===== src/rtl/tbc_pkg.sv =====
package tbc_pkg;
  localparam int unsigned NUM_CH  = 8;
  localparam int unsigned ADDR_W  = 2;
  localparam int unsigned RDATA_W = 32;

  typedef enum logic [ADDR_W-1:0] {
    REG_EN_SET = 2'd0,
    REG_EN_CLR = 2'd1,
    REG_STATUS = 2'd2,
    REG_SPARE  = 2'd3
  } reg_sel_e;
endpackage


===== src/rtl/tbc_enable_bank.sv =====
module tbc_enable_bank #(
  parameter int unsigned N = 8
) (
  input  logic         clk,
  input  logic         rst_n,
  input  logic [N-1:0] set_mask,
  input  logic [N-1:0] clr_mask,
  output logic [N-1:0] en_q
);
  logic [N-1:0] en_d;
  logic         en_ce;

  // Clear has priority over set for the same channel.
  always_comb begin
    en_ce = |set_mask | |clr_mask;
    en_d  = (en_q | set_mask) & ~clr_mask;
  end

  always_ff @(posedge clk or negedge rst_n) begin
    if (!rst_n)     en_q <= '0;
    else if (en_ce) en_q <= en_d;
  end
endmodule


===== src/rtl/tbc_start_delay.sv =====
module tbc_start_delay #(
  parameter int unsigned N   = 8,
  parameter int unsigned LAT = 3
) (
  input  logic         clk,
  input  logic         rst_n,
  input  logic [N-1:0] en,
  output logic [N-1:0] run
);
  for (genvar c = 0; c < N; c++) begin : g_ch
    logic [LAT-1:0] pipe_q;
    logic [LAT-1:0] pipe_d;

    always_comb begin
      pipe_d = {pipe_q[LAT-2:0], en[c]};
      // Run only after LAT consecutive enabled edges, drop with enable.
      run[c] = en[c] & (&pipe_q);
    end

    always_ff @(posedge clk or negedge rst_n) begin
      if (!rst_n) pipe_q <= '0;
      else        pipe_q <= pipe_d;
    end
  end
endmodule


===== src/rtl/tbc_flag_bank.sv =====
module tbc_flag_bank #(
  parameter int unsigned N = 8
) (
  input  logic         clk,
  input  logic         rst_n,
  input  logic [N-1:0] hw_set,
  input  logic [N-1:0] sw_clr,
  output logic [N-1:0] flag_q
);
  logic [N-1:0] flag_d;
  logic         flag_ce;

  // Hardware set wins over a software clear in the same cycle.
  always_comb begin
    flag_ce = |hw_set | |sw_clr;
    flag_d  = (flag_q & ~sw_clr) | hw_set;
  end

  always_ff @(posedge clk or negedge rst_n) begin
    if (!rst_n)       flag_q <= '0;
    else if (flag_ce) flag_q <= flag_d;
  end
endmodule


===== src/rtl/tbc_top.sv =====
module tbc_top
  import tbc_pkg::*;
#(
  parameter int unsigned START_LAT = 3
) (
  input  logic                clk,
  input  logic                rst_n,
  input  logic                bus_wr,
  input  logic [ADDR_W-1:0]   bus_addr,
  input  logic [2*NUM_CH-1:0] bus_wdata,
  output logic [RDATA_W-1:0]  bus_rdata,
  input  logic [NUM_CH-1:0]   ev_irq,
  input  logic [NUM_CH-1:0]   ev_err,
  output logic [NUM_CH-1:0]   chan_en,
  output logic [NUM_CH-1:0]   chan_run,
  output logic                irq_out
);
  localparam int unsigned PAD_W = RDATA_W - 3*NUM_CH;

  logic [1:0]        rst_sync_q;
  logic              core_rst_n;
  reg_sel_e          sel;
  logic [NUM_CH-1:0] set_mask, clr_mask, irq_clr, err_clr;
  logic [NUM_CH-1:0] irq_flags, err_flags;

  // Asynchronous assertion, synchronous release.
  always_ff @(posedge clk or negedge rst_n) begin
    if (!rst_n) rst_sync_q <= '0;
    else        rst_sync_q <= {rst_sync_q[0], 1'b1};
  end
  assign core_rst_n = rst_sync_q[1];

  always_comb begin
    sel      = reg_sel_e'(bus_addr);
    set_mask = (bus_wr && sel == REG_EN_SET) ? bus_wdata[NUM_CH-1:0] : '0;
    clr_mask = (bus_wr && sel == REG_EN_CLR) ? bus_wdata[NUM_CH-1:0] : '0;
    irq_clr  = (bus_wr && sel == REG_STATUS) ? bus_wdata[NUM_CH-1:0] : '0;
    err_clr  = (bus_wr && sel == REG_STATUS) ? bus_wdata[2*NUM_CH-1:NUM_CH] : '0;
  end

  tbc_enable_bank #(.N(NUM_CH)) u_enable (
    .clk(clk), .rst_n(core_rst_n),
    .set_mask(set_mask), .clr_mask(clr_mask), .en_q(chan_en)
  );

  tbc_start_delay #(.N(NUM_CH), .LAT(START_LAT)) u_delay (
    .clk(clk), .rst_n(core_rst_n), .en(chan_en), .run(chan_run)
  );

  tbc_flag_bank #(.N(NUM_CH)) u_irq_flags (
    .clk(clk), .rst_n(core_rst_n),
    .hw_set(ev_irq), .sw_clr(irq_clr), .flag_q(irq_flags)
  );

  tbc_flag_bank #(.N(NUM_CH)) u_err_flags (
    .clk(clk), .rst_n(core_rst_n),
    .hw_set(ev_err), .sw_clr(err_clr), .flag_q(err_flags)
  );

  always_comb begin
    unique case (sel)
      REG_EN_SET, REG_EN_CLR: bus_rdata = {{(RDATA_W-NUM_CH){1'b0}}, chan_en};
      REG_STATUS:             bus_rdata = {{PAD_W{1'b0}}, chan_run, err_flags, irq_flags};
      default:                bus_rdata = '0;
    endcase
    irq_out = |irq_flags;
  end
endmodule


===== config.mk =====
export PLATFORM = sky130hd
export DESIGN_NAME = tbc_top
export DESIGN_NICKNAME = d
export VERILOG_FILES = /design/src/rtl/tbc_pkg.sv /design/src/rtl/tbc_enable_bank.sv /design/src/rtl/tbc_start_delay.sv /design/src/rtl/tbc_flag_bank.sv /design/src/rtl/tbc_top.sv
export SDC_FILE = /design/constraint.sdc
export NUM_CORES = 1
export LEC_CHECK = 0
export ABC_AREA = 1
export BUFFER_PORTS_ARGS = -buffer_cell sky130_fd_sc_hd__clkbuf_2
export CAP_MARGIN = 25
export CELL_PAD_IN_SITES_DETAIL_PLACEMENT = 0
export CELL_PAD_IN_SITES_GLOBAL_PLACEMENT = 1
export CORE_MARGIN = 2
export CORE_UTILIZATION = 35
export DETAILED_ROUTE_END_ITERATION = 12
export PLACE_DENSITY = 0.8
export SLEW_MARGIN = 20
export SYNTH_ARGS = -nofsm -noshare
export SYNTH_HDL_FRONTEND = slang
export SYNTH_SLANG_ARGS = --single-unit

===== constraint.sdc =====
create_clock -name clk -period 1.9 [get_ports clk]
set_clock_uncertainty 0.15 [all_clocks]
set_input_delay 0.38 -clock clk [delete_from_list [all_inputs] [get_ports clk]]
set_output_delay 0.38 -clock clk [all_outputs]
set_load 0.005 [all_outputs]

==> out/qor.csv <==
metric,value,unit
layout cells sized above 1,31.5,%
mux cell area share after synthesis,0,%
Worst Setup Start Kind,input port,
largest net degree at the start of global routing,49,
initial DRC count,40,
Crit Path Category,input port to primary output,
drt wl/cell,11.7,um
fill count,634,
grt met2 use,23.3,%
post-DP HPWL,3400,um
"Seq/Total Area, Yosys",56.8,%
Final Hold Vio Count,0,
Residual DRC,0,
Synth Area in Compound Gates,4.43,%
clock root cell,clkbuf_8,
Skew-Pair Late Insertion Delay,0.29,ns
GRT met1 Usage,19.0,%
Worst EP required,1.37,ns
Sequential Area,0.00125,sq mm
cell area after synthesis,0.00220,sq mm
ANT nets after route,0,
largest family of logic cells by synthesized area,simple AND/OR/NAND/NOR gates,
area taken by multi-input logic gates,672,sq um
RSZ-0062 raised after global routing,no,
DR pass1 iterations,4,
drt total wl,4690,um
Max Fclk,0.563,GHz
setup TNS,0,ns
Area Overhead vs Synth,22.9,%
unique cell type count in the Yosys netlist,19,
CP max FO,20,
maximum vdd drop,0.000322,V
synth warn,0,
height of the die,83.3,um
CP Capture Type,primary output,
register bit total from synthesis,50,
"Slew Viols, Final",0,
met3 usage,4.67,%
post-synthesis instance total,246,
GPL Wtd Cong,0.729,
Cell Rows,28,
Finish-stage setup viols,0,
Rel. slew slack,60.0,%
Final Critical Period,1.78,ns
NumNets Final,363,
clock slew at reported path FFs,0.10,ns
HP Class,input port to flop,
first-pass GRT wire length,8110,um
H-tree depth,2,
Pwr Total,0.00228,W
ANT cells,0,
vias in the first global route,1722,
Synth Area in Adders,0,%
routed vias/inst,4.30,
cts bufs inserted,5,
GRT overflow,0,
Most Crowded Layer GR,met2,
"Data arrival, critical path",1.25,ns
area of the core,0.00599,sq mm
final critical-path share of the clock period,93.5,%
IO Pins,86,
gr usage total,14.5,%
LEAKAGE,1.55,nW
initial antenna violation count,0,
die area,0.00695,sq mm
post-synthesis average cell area,8.96,sq um
xor/xnor share of the synthesized area,0,%
Port Buffers,77,
max cap viols,0,
CTS Buffer Depth,2,
worst-margin pin slew,0.600,ns
outcome,finished clean,
Die W,83.3,um
Cell Pwr Density,843,mW/mm^2
Initial Utilization,36.8,%
Via Count,1728,
CTS Sinks,50,
CTS tree,built,
Simple-Gate Fraction of Synth Area,24.5,%
## final cells by class
cell class                 count  area share [%]
sequential                    50            46.3
inverter                      46            6.56
clock inverter                 2           0.508
timing repair buffer          82            15.7
clock buffer                   6            2.68
multi-input combinational    141            24.8
tap                           75            3.47
## sequential cells by signal, summed over array words and instances, names as in the netlist
register / cells
u_irq_flags.flag_q: 8
rst_sync_q: 2
u_enable.en_q: 8
u_err_flags.flag_q: 8
u_delay.g_ch.pipe_q: 24
## final timing paths
| kind | cells past startpoint | slack, ns | end | from |
|---|---|---|---|---|
| max in group asynchronous | 1 | 0.99 | u_enable.en_q[0] | rst_sync_q[1] |
| worst min register to register | 1 | 0.20 | u_err_flags.flag_q[5] | rst_sync_q[1] |
| worst max register to register | 1 | 0.99 | u_enable.en_q[0] | rst_sync_q[1] |
| worst max-delay path | 7 | 0.12 | bus_rdata[7] | bus_addr[1] |
| min in group asynchronous | 1 | 0.20 | u_err_flags.flag_q[5] | rst_sync_q[1] |
| worst min-delay path | 3 | 0.11 | u_err_flags.flag_q[7] | ev_err[7] |
## critical path: stages
cell and delay [ns]:
clkbuf_2 0.14, inv_4 0.05, nor2_4 0.10, buf_4 0.26, nand2_1 0.08, o21ai_0 0.10, clkbuf_2 0.15
## placed cells by master, fill, tap and decap left out, types with 2 or more instances in the layout
master    instances
a21oi_1           8
buf_4             4
clkbuf_2         77
clkbuf_8          5
conb_1            9
dfrtp_1          49
inv_1            44
inv_4             2
nand2_1          55
nand3_1          25
nor2_1           24
nor2_4            2
nor3_1            2
nor3_2            7
o21ai_0           4
o22ai_1           2
o22ai_2           2
## Yosys cell counts
cell type,instances,area (sq um)
a21oi_1,8,40.0
buf_2,3,15.0
buf_4,8,60.1
buf_6,5,56.3
conb_1,2,7.51
dfrtp_1,50,1250
inv_1,44,165
inv_2,1,3.75
inv_4,1,6.26
nand2_1,55,206
nand3_1,25,125
nor2_1,24,90.1
nor2_4,2,22.5
nor3_1,2,10.0
nor3_2,7,70.1
nor3_4,1,16.3
o21ai_0,4,20.0
o22ai_1,2,12.5
o22ai_2,2,25.0
## layer usage
layer	wire, um	part of all wire, %
met5	0	0
met4	25	0.53
met2	2220	47
met1	2140	46
met3	306	6.5
## logic make-up after synthesis
group / count (synthesis)
other: 2
buffers and inverters: 62
DFF: 50
AOI/OAI and AO/OA: 16
and+or+nand+nor: 116
## report_power, final
part | leakage (nW) | switching [W] | total [W] | internal [W]
logic | 0.968 | 0.000231 | 0.000392 | 0.000160
registers | 0.537 | 0.0000843 | 0.00129 | 0.00121
clock network | 0.0452 | 0.000338 | 0.000598 | 0.000260
## per-stage QoR
stage / hold WS, ns / area [sq um] / setup slack (ns) / std cells / utilization, %
after floorplan: -0.0656 / 2230 / 0.255 / 253 / -
after CTS: 0.103 / 2710 / 0.0565 / 402 / 45.2
final: 0.111 / 2710 / 0.124 / 402 / 45.2
after global placement: 0.0167 / 2610 / 0.101 / 393 / 43.5
after detailed placement: 0.0207 / 2610 / 0.0596 / 393 / 43.5
after global routing: 0.105 / 2710 / 0.0215 / 402 / 45.2
## what timing repair did
action	4_1_cts	5_1_grt
setup endpoints to repair	0	2
hold endpoints to repair	2	0
resized for setup	0	2
setup buffers	0	0
hold buffers	1	0
No activity file was read; power rests on OpenSTA's default activity.
